### src/rtl/cfgd_pkg.sv
package cfgd_pkg;

    localparam logic [31:0] LATCH_PORT = 32'h0000_0CF8;
    localparam logic [31:0] DATA_PORT  = 32'h0000_0CFC;

    typedef enum logic [1:0] {
        SZ_BYTE = 2'd0,
        SZ_HALF = 2'd1,
        SZ_WORD = 2'd2,
        SZ_RSVD = 2'd3
    } acc_size_e;

    typedef enum logic [1:0] {
        PATH_NONE   = 2'd0,
        PATH_LATCH  = 2'd1,
        PATH_LEGACY = 2'd2,
        PATH_WINDOW = 2'd3
    } path_e;

    typedef struct packed {
        path_e      path;
        logic       enabled;
        logic [7:0] bus;
        logic [4:0] dev;
        logic [2:0] fn;
        logic [9:0] reg_dw;
        logic [3:0] be;
    } target_t;

    function automatic logic [3:0] lane_mask(input logic [1:0] size, input logic [1:0] lo);
        logic [7:0] base;
        case (size)
            SZ_BYTE: base = 8'h01;
            SZ_HALF: base = 8'h03;
            default: base = 8'h0F;
        endcase
        lane_mask = 4'(base << lo);
    endfunction

    function automatic logic [31:0] lane_bits(input logic [3:0] be);
        for (int i = 0; i < 4; i++) begin
            lane_bits[i*8 +: 8] = {8{be[i]}};
        end
    endfunction

endpackage

### src/rtl/cfgd_addr_latch.sv
module cfgd_addr_latch (
    input  logic        clk,
    input  logic        rst,
    input  logic        load,
    input  logic [31:0] load_val,
    output logic [31:0] latch_q
);
    always_ff @(posedge clk) begin
        if (rst)       latch_q <= '0;
        else if (load) latch_q <= load_val;
    end

    assert_latch_load_R1: assert property (@(posedge clk) disable iff (rst)
        load |=> (latch_q == $past(load_val)));
endmodule

### src/rtl/cfgd_route_decode.sv
module cfgd_route_decode
    import cfgd_pkg::*;
#(
    parameter logic [31:0] WIN_BASE  = 32'hD100_0000,
    parameter int          WIN_BUSES = 1
) (
    input  logic        req_valid,
    input  logic        req_is_io,
    input  logic [31:0] req_addr,
    input  logic [1:0]  req_size,
    input  logic [31:0] latch_q,
    output target_t     tgt
);
    localparam logic [32:0] WIN_BYTES = 33'(WIN_BUSES) << 20;

    logic [31:0] off;
    logic        in_win;
    logic        unused_bits;

    assign off         = req_addr - WIN_BASE;
    assign in_win      = !req_is_io && (req_addr >= WIN_BASE) && ({1'b0, off} < WIN_BYTES);
    assign unused_bits = ^{latch_q[30:24], latch_q[1:0], off[1:0]};

    always_comb begin
        tgt         = '0;
        tgt.path    = PATH_NONE;
        tgt.be      = lane_mask(req_size, req_addr[1:0]);
        if (req_valid && req_is_io && req_addr == LATCH_PORT && req_size == SZ_WORD) begin
            tgt.path = PATH_LATCH;
        end else if (req_valid && req_is_io && req_addr[31:2] == DATA_PORT[31:2]) begin
            tgt.path    = PATH_LEGACY;
            tgt.enabled = latch_q[31];
            tgt.bus     = latch_q[23:16];
            tgt.dev     = latch_q[15:11];
            tgt.fn      = latch_q[10:8];
            tgt.reg_dw  = {4'b0, latch_q[7:2]};
        end else if (req_valid && in_win) begin
            tgt.path    = PATH_WINDOW;
            tgt.enabled = (off[31:28] == 4'h0);
            tgt.bus     = off[27:20];
            tgt.dev     = off[19:15];
            tgt.fn      = off[14:12];
            tgt.reg_dw  = off[11:2];
        end
    end
endmodule

### src/rtl/cfgd_resp.sv
module cfgd_resp
    import cfgd_pkg::*;
(
    input  logic        clk,
    input  logic        rst,
    input  path_e       path,
    input  logic        req_write,
    input  logic        present,
    input  logic [3:0]  be,
    input  logic [31:0] fn_rdata,
    input  logic [31:0] latch_q,
    output logic        rsp_valid,
    output logic [31:0] rsp_rdata
);
    logic [31:0] rd_next;

    always_comb begin
        rd_next = '0;
        if (!req_write) begin
            case (path)
                PATH_LATCH:  rd_next = latch_q;
                PATH_NONE:   rd_next = '0;
                default:     rd_next = present ? (fn_rdata & lane_bits(be)) : 32'hFFFF_FFFF;
            endcase
        end
    end

    always_ff @(posedge clk) begin
        if (rst) begin
            rsp_valid <= 1'b0;
            rsp_rdata <= '0;
        end else begin
            rsp_valid <= (path != PATH_NONE);
            rsp_rdata <= rd_next;
        end
    end

    assert_rsp_follows_R8: assert property (@(posedge clk) disable iff (rst)
        (path != PATH_NONE) |=> rsp_valid);
    assert_absent_ones_R4: assert property (@(posedge clk) disable iff (rst)
        ((path == PATH_LEGACY || path == PATH_WINDOW) && !req_write && !present)
        |=> (rsp_rdata == 32'hFFFF_FFFF));
endmodule

### src/rtl/cfg_access_decoder.sv
module cfg_access_decoder
    import cfgd_pkg::*;
#(
    parameter int          NUM_FUNCS = 16,
    parameter logic [7:0]  OWN_BUS   = 8'd0,
    parameter logic [31:0] WIN_BASE  = 32'hD100_0000,
    parameter int          WIN_BUSES = 1,
    localparam int         IDX_W     = (NUM_FUNCS > 1) ? $clog2(NUM_FUNCS) : 1
) (
    input  logic                 clk,
    input  logic                 rst,
    input  logic                 req_valid,
    input  logic                 req_is_io,
    input  logic                 req_write,
    input  logic [31:0]          req_addr,
    input  logic [1:0]           req_size,
    input  logic [31:0]          req_wdata,
    output logic                 rsp_valid,
    output logic [31:0]          rsp_rdata,
    input  logic [NUM_FUNCS-1:0] fn_present,
    output logic                 fn_req,
    output logic                 fn_write,
    output logic [IDX_W-1:0]     fn_index,
    output logic [9:0]           fn_reg,
    output logic [3:0]           fn_be,
    output logic [31:0]          fn_wdata,
    input  logic [31:0]          fn_rdata
);
    target_t     tgt;
    logic [31:0] latch_q;
    logic [7:0]  idx_full;
    logic        in_range;
    logic        present;
    logic        data_path;

    cfgd_addr_latch u_latch (
        .clk      (clk),
        .rst      (rst),
        .load     (tgt.path == PATH_LATCH && req_write),
        .load_val (req_wdata),
        .latch_q  (latch_q)
    );

    cfgd_route_decode #(.WIN_BASE(WIN_BASE), .WIN_BUSES(WIN_BUSES)) u_dec (
        .req_valid (req_valid),
        .req_is_io (req_is_io),
        .req_addr  (req_addr),
        .req_size  (req_size),
        .latch_q   (latch_q),
        .tgt       (tgt)
    );

    assign idx_full  = {tgt.dev, tgt.fn};
    assign in_range  = ({1'b0, idx_full} < 9'(NUM_FUNCS));
    assign fn_index  = IDX_W'(idx_full);
    assign data_path = (tgt.path == PATH_LEGACY) || (tgt.path == PATH_WINDOW);
    assign present   = data_path && tgt.enabled && (tgt.bus == OWN_BUS)
                       && in_range && fn_present[fn_index];

    assign fn_req   = present;
    assign fn_write = req_write;
    assign fn_reg   = tgt.reg_dw;
    assign fn_be    = tgt.be;
    assign fn_wdata = req_wdata;

    cfgd_resp u_resp (
        .clk       (clk),
        .rst       (rst),
        .path      (tgt.path),
        .req_write (req_write),
        .present   (present),
        .be        (tgt.be),
        .fn_rdata  (fn_rdata),
        .latch_q   (latch_q),
        .rsp_valid (rsp_valid),
        .rsp_rdata (rsp_rdata)
    );

    assert_strobe_present_R9: assert property (@(posedge clk) disable iff (rst)
        fn_req |-> (fn_present[fn_index] && (int'(fn_index) < NUM_FUNCS)));
    assert_legacy_low_R7: assert property (@(posedge clk) disable iff (rst)
        (fn_req && req_is_io) |-> (fn_reg[9:6] == 4'h0));
    assert_enable_gate_R3: assert property (@(posedge clk) disable iff (rst)
        (fn_req && req_is_io) |-> latch_q[31]);
    assert_byte_lane_R5: assert property (@(posedge clk) disable iff (rst)
        (fn_req && req_size == 2'd0) |-> ($countones(fn_be) == 1));
    assert_no_stray_R8: assert property (@(posedge clk) disable iff (rst)
        !req_valid |-> !fn_req);
endmodule

### config.mk
export PLATFORM = sky130hd
export DESIGN_NAME = cfg_access_decoder
export DESIGN_NICKNAME = d
export VERILOG_FILES = /design/src/rtl/cfgd_pkg.sv /design/src/rtl/cfgd_addr_latch.sv /design/src/rtl/cfgd_route_decode.sv /design/src/rtl/cfgd_resp.sv /design/src/rtl/cfg_access_decoder.sv
export SDC_FILE = /design/constraint.sdc
export NUM_CORES = 1
export LEC_CHECK = 0
export ABC_AREA = 1
export ABC_CLOCK_PERIOD_IN_PS = 6300
export BUFFER_PORTS_ARGS = -buffer_cell sky130_fd_sc_hd__buf_2
export CAP_MARGIN = 20
export CORE_MARGIN = 2
export CORE_UTILIZATION = 35
export DETAILED_ROUTE_END_ITERATION = 10
export PLACE_DENSITY_LB_ADDON = 0.25
export SLEW_MARGIN = 10
export SYNTH_ARGS = -nofsm -noshare
export SYNTH_HDL_FRONTEND = slang
export SYNTH_SLANG_ARGS = --single-unit
### constraint.sdc
create_clock -name clk -period 6.3 [get_ports clk]
set_clock_uncertainty 0.2 [all_clocks]
set_input_delay 1.26 -clock clk [delete_from_list [all_inputs] [get_ports clk]]
set_output_delay 1.26 -clock clk [all_outputs]
set_load 0.01 [all_outputs]
## Yosys cells after proc, flatten, opt, wreduce, memory -nomap -nowiden

Cells that the tools add are included.

- $add $sub $neg: 1
- Multiply operators: 0
- Divide/modulo/power cells: 0
- Order comparisons: 4
- Equality and inequality tests: 7
- Shift operators: 1
- Muxes and demuxes: 9
- Bitwise logic cells: 1
- Reduce and logical (&&, ||, !) cells: 20

Operators by type and width:

| operator | count |
|---|---|
| case mux 32 bit (2 select lines) | 1 |
| 2-to-1 mux 29 bit | 2 |
| bitwise AND 32 bit | 1 |
| equality test 32 x 12 -> 1 bit, second input constant | 1 |
| greater-or-equal comparator 32 bit, second input constant | 1 |
| less-than comparator 32 x 21 -> 1 bit, second input constant | 1 |
| 2-to-1 mux 32 bit | 1 |
| subtractor 32 bit, second input constant | 1 |
| equality test 30 x 10 -> 1 bit, second input constant | 1 |
| 2-to-1 mux 27 bit | 1 |
| logical AND 1 bit | 12 |
| logical NOT 8 bit | 1 |
| less-than comparator 8 x 5 -> 1 bit, second input constant | 1 |
| case mux 4 bit (2 select lines) | 1 |
| equality test 2 bit, second input constant | 3 |
| less-than comparator 4 x 5 -> 1 bit, second input constant | 1 |
| binary-select mux 1 bit (select 4 bit) | 1 |
| equality test 2 x 1 -> 1 bit, second input constant | 2 |
| logical NOT 2 bit | 2 |
| logical NOT 4 bit | 1 |
| << shifter 4 x 2 -> 4 bit | 1 |
| 2-to-1 mux 2 bit | 1 |
| nonzero test 2 bit | 1 |
| OR reduction 2 bit | 1 |
| other kinds (3) | 3 |

- Bits in registers: 65
- Bits in latches: 0
- Bits in writable memories: 0
- Memory bits (read-only): 0
- Bits of input ports: 119
- Output and inout bits: 85
- Word-level logic and storage cells: 46
- Memories: 0

## Longest topological paths before layout

- Word-level depth: 15
- Mapped depth: 18
- Depth with buffers taken out: 17

## Modules after synthesis

From an unflattened synthesis, not the netlist that was laid out.

- Cell total of the unflattened synthesis: 660
- Area total of the unflattened synthesis: 4257.8 um^2

By module, submodules not included:

| module | instances | cells each | area an instance (um^2) | seq. area each (um^2) |
|---|---|---|---|---|
| cfgd_resp | 1 | 219 | 1620.3 | 660.6 |
| cfgd_addr_latch | 1 | 203 | 1338.8 | 640.6 |
| cfgd_route_decode | 1 | 155 | 794.5 | 0.0 |
| cfg_access_decoder | 1 | 83 | 504.2 | 0.0 |

## Worst setup path before layout

No wires, ideal clock.

- Path type: input to output
- Start: input port req_addr[24]
- End: output port fn_req
- Data arrival time: 3.018 ns
- Data required time: 4.840 ns
- Path slack: 1.822 ns
- Stages on the path: 16
- Path buffers: 1
- Path through: inv_1 > ha_1 > inv_1 > nand2_1 > nand2_1 > nor2_2 > nand2_2 > nor2_2 > nand3_2 > nand2_2 > nand2_1 > nand3_1 > nand3_1 > nand3_4 > buf_6 > and3_1

- Elaborated cells on any way between the ends: 27
- Classes of those cells: add/sub (1); order compare (3); eq/ne (4); mux (6); reduce/logical (13)

RTL lines:

| element | RTL line | text |
|---|---|---|
| start: declaration | cfg_access_decoder.sv:15 | `input logic [31:0] req_addr,` |
| subtractor 32 bit / greater-or-equal comparator 32 bit (equally long branches) | cfgd_route_decode.sv:20, cfgd_route_decode.sv:21 |  |
| less-than comparator 32 x 21 -> 1 bit / logical AND 1 bit (equally long branches) | cfgd_route_decode.sv:21 | `assign in_win = !req_is_io && (req_addr >= WIN_BASE) && ({1'b0, off} < WIN_BYTES);` |
| logical AND 1 bit | cfgd_route_decode.sv:21 |  |
| logical AND 1 bit | cfgd_route_decode.sv:37 | `end else if (req_valid && in_win) begin` |
| 2-to-1 mux 29 bit | cfgd_route_decode.sv:37 |  |
| 2-to-1 mux 29 bit | cfgd_route_decode.sv:30 | `end else if (req_valid && req_is_io && req_addr[31:2] == DATA_PORT[31:2]) begin` |
| 2-to-1 mux 27 bit (*) | cfgd_route_decode.sv:28 | `if (req_valid && req_is_io && req_addr == LATCH_PORT && req_size == SZ_WORD) begin` |
| named net fn_index[0] | cfg_access_decoder.sv:23 | `output logic [IDX_W-1:0] fn_index,` |
| less-than comparator 8 x 5 -> 1 bit / binary-select mux 1 bit (select 4 bit) (equally long branches) | cfg_access_decoder.sv:54, cfg_access_decoder.sv:58 |  |
| logical AND 1 bit / 2-to-1 mux 1 bit (equally long branches) | cfg_access_decoder.sv:58 | `&& in_range && fn_present[fn_index];` |
| logical AND 1 bit (*) | cfg_access_decoder.sv:58 |  |
| end: declaration | cfg_access_decoder.sv:21 | `output logic fn_req,` |

Mark *: on every way through the listed nets, which the timed path passes. The rest lies on a longest branch. The select of a mux whose other input is x is not followed.

## Final worst setup path

- Start: input port req_addr[24]
- End: output port fn_req

- Word-level cells in the longest chain between the ends: 13
- Elaborated cells on any way between the ends: 27
- Classes of those cells: add/sub (1); order compare (3); eq/ne (4); mux (6); reduce/logical (13)

Ends and longest elaborated chain:

| element | RTL line |
|---|---|
| parallel branches: the longest is 12 deep, another holds subtractor 32 bit | n/a |
| logical AND 1 bit (*) | cfg_access_decoder.sv:58 |

Mark *: on every way between the ends. The select of a mux whose other input is x is not followed.

==> summary.md <==
| Metric | Value |
|---|---|
| Share of cells above drive strength 1 | `between 30 and 40%` |
| I/O pin count | `204` |
| Die W | `109 microns` |
| Most frequent cell after synthesis | `nand2_1` |
| R2r endpoint | `u_resp.rsp_rdata[14]` |
| PnR worst setup slack | `between 0.9 and 1 ns` |
| Synth Instances | `559` |
| Setup TNS | `0 ns` |
| Critical path capture point | `fn_req` |
| Longest Clk Path Bufs | `2` |
| Area leader, netlist | `dfxtp_1` |
| Fmax | `0.187 GHz` |
| CTS tree | `done` |
| Most common cell on crit path | `nand3_1` |
| Main area contributors after synthesis | `dfxtp_1 34%, nand2_1 14%, buf_4 7.4%` |
| Post-synth top area share | `33.9%` |
| DRC violations left | `0` |
| Post-Syn Nets | `680` |
| Synth Area in Compound Gates | `13.8%` |
| Diodes inserted | `0` |
| Register area share after synthesis | `about 34%` |
| # hold bufs at CTS | `0` |
| CP required | `4.84 ns` |
| Initial antenna violation count | `0` |
| Post-CTS Setup Inserts | `0` |
| Worst-margin pin slew | `0.978 ns` |
| Core Util, Final | `between 40% and 50%` |
| CP Max Fanout | `33` |
| Routability cong. | `about 0.86` |
| Post-detail-place hpwl | `9650 microns` |
| Reg2reg path depth | `9` |
| Placed cells | `845` |
| XOR/XNOR Fraction of Synth Area | `0%` |
| RSZ-0062 raised after global routing | `false` |
| Worst r2r src | `u_latch.latch_q[22]` |
| Syn Std Cell Area | `approximately 3800 sq um` |
| Initial Utilization | `35.7%` |
| Number of synthesized flops with an enable pin | `0` |
| PortBufs | `203` |
| Critical Path Sink Type | `primary output` |
| Row count | `38` |
| Final Cycle Share | `between 80% and 90%` |
| Die Y | `between 100 and 150 microns` |
| Synth Flop Type | `dfxtp_1` |
| Synth warn | `0` |
| Buffers & Inverters on Critical Path | `3` |
| Filler instances | `1169` |
| DRT antenna net count | `0` |
| WS Path Type | `in -> out` |
| Setup WS pre-CTS | `between 0.9 and 1 ns` |
| Crit path depth | `12` |
| Adder and majority cell fraction of the synthesized area | `0.652%` |
| Critical path's slowest cell | `o21ai_2` |
| CTS H-tree lvls | `3` |
| Final min period | `5.35 ns` |
| Synth top cells by count | `144 x nand2_1, 73 x nor2_1, 65 x dfxtp_1` |
| Largest net degree at the start of global routing | `50` |
| Pwr/cell area | `183 nW/um^2` |
| DRT Pass-1 Iters | `4` |
| DRT iter0 DRCs | `188` |
| Largest stage delay on the critical path | `0.43 ns` |
| Worst skew pair latency | `0.35 ns` |
| Fin cells | `roughly 860` |
| Worst vdd ir | `0.0000960 V` |
| Syn Area/Cell | `6.86 sq um` |
| Nets | `837` |
| Post-synth cell types | `32` |
| Die ar. | `11800 sq um` |
| Total of max-cap violations | `0` |
| Vias in the first global route | `3943` |
| FFs w/ async S/R, synth | `0%` |
| Core Footprint | `10700 sq um` |
| Clock-pin slew on the worst setup and hold paths | `0.08 ns` |
| Flops & latches, synth | `between 60 and 70` |
| First-pass GRT wire length | `19000 microns` |
| Overflow after GRT | `0` |
| Worst hold-check path type | `reg -> reg` |
| Final Setup Violations | `0` |
| Root Buffer | `clkbuf_8` |
| CP arrival | `3.89 ns` |
| Combinational family with the most area after synthesis | `simple AND/OR/NAND/NOR gates` |
| CTS sink cnt | `65` |
| Final Slew Violations | `0` |
| Critical-path cell list | `buf_2 > inv_1 > ha_1 > nand3_1 > nor2_1 > nand3_1 > o21ai_2 > nand3_1 > nand3_1 > nand3_4 > and3_1 > buf_2` |
| Leakage | `roughly 2.2 nW` |
| Vias per cell | `4.88` |
| Hold Vio Cnt, Final | `0` |
| Startpoint Class | `input pin` |
| Status | `completed` |
| Worst R2R Setup Slack | `4.11 ns` |
| Vias | `4200` |
| Post-Route WL | `~12000 microns` |
| Routed len/inst | `approximately 14 microns` |
| Post-Synth Simple-Gate Area | `roughly 36%` |
| Synthesis-to-layout area growth | `26.2%` |
| Worst Setup SP | `req_addr[24]` |
| CP top delay family | `simple AND/OR/NAND/NOR gates` |
| Mux cell area share after synthesis | `0%` |
| Worst slew margin | `34.6%` |
| CTS Buf Count | `9` |
| Global Route Usage Sum | `21.0%` |
| Gates resized, CTS repair | `0` |
-- per-stage QoR --
stage | instance area (sq um) | hold WS (ns) | power (mW)
final | 4840 | 0.271 | 0.885
after global routing | 4840 | 0.289 | 0.928
after CTS | 4840 | 0.268 | 0.894
after detailed placement | 4640 | 0.256 | 0.531
after global placement | 4640 | 0.253 | 0.530
after floorplan | 3840 | 0.242 | 0.478
-- cell families after synthesis --
logic type | Yosys count
buffers and inverters | 109
AND/OR/NAND/NOR | 305
AO/OA/AOI/OAI | 78
flip-flops | 65
adder cells (fa/ha/maj) | 2
-- worst register-to-register path, stage by stage, from the launching register on --
cell and delay, ns:
dfxtp_1 0.32, inv_1 0.07, nand3_1 0.08, nor4_1 0.28, o21ai_1 0.19, a21oi_4 0.19
buf_4 0.35, nand4_1 0.20, nand2_1 0.09, a21oi_1 0.07
-- per-layer routing --
metal,GRT usage [%],up-vias,wire length (microns)
li1,-,2113,-
met1,25.5,1908,5310
met2,36.5,166,5960
met3,5.98,13,935
met4,4.95,0,145
met5,0,-,0
-- layout make-up --
type,instances,area (sq um),area share (%)
Sequential cell,65,1300,26.9
Timing Repair Buffer,207,1050,21.6
Clock inverter,6,65.1,1.34
Tap cell,140,175,3.62
Clock buffer,10,138,2.84
Inverter,48,180,3.72
Multi-Input combinational cell,385,1940,40.0
-- worst min-delay path by stage --
stage	from	endpoint	slack (ns)	cells past startpoint
4_1_cts	u_latch.latch_q[27]	u_resp.rsp_rdata[27]	0.27	2
3_3_place_gp	u_latch.latch_q[9]	u_resp.rsp_rdata[9]	0.25	2
2_1_floorplan	u_latch.latch_q[27]	u_resp.rsp_rdata[27]	0.24	2
5_1_grt	u_latch.latch_q[29]	u_resp.rsp_rdata[29]	0.29	2
6_report	u_latch.latch_q[11]	u_resp.rsp_rdata[11]	0.27	2
3_5_place_dp	u_latch.latch_q[27]	u_resp.rsp_rdata[27]	0.26	2
-- registers in the layout (all words and copies together) (netlist names) --
register / count
u_latch.latch_q: 32
u_resp.rsp_valid: 1
u_resp.rsp_rdata: 32
-- placed cells by master (no fill, tap or decap), types with 2 or more instances in the layout --
cell type / Yosys / final
inv_2: 4 / 4
clkinv_1: 2 / 2
nor2_2: 4 / 4
buf_4: 38 / 4
ha_1: 2 / 2
nand2_2: 3 / 4
o21ai_2: 4 / 4
buf_2: 4 / 203
nand3_1: 31 / 31
nand2_1: 144 / 143
nor2_1: 73 / 73
inv_1: 42 / 42
nand3_2: 4 / 4
a21oi_1: 14 / 14
a21oi_2: 18 / 18
nand4_1: 35 / 35
nor4_1: 3 / 3
clkinv_2: 0 / 2
nor3_1: 3 / 3
a211oi_1: 17 / 17
dfxtp_1: 65 / 65
o21ai_0: 21 / 21
clkbuf_8: 0 / 10
-- report_power, final --
group	leakage (nW)	switching (mW)	internal [mW]	total, mW
combinational	1.62	0.0641	0.0463	0.110
sequential	0.523	0.00000258	0.410	0.410
clock	0.103	0.170	0.194	0.364
Note: power is estimated with default switching activity, not from simulation.
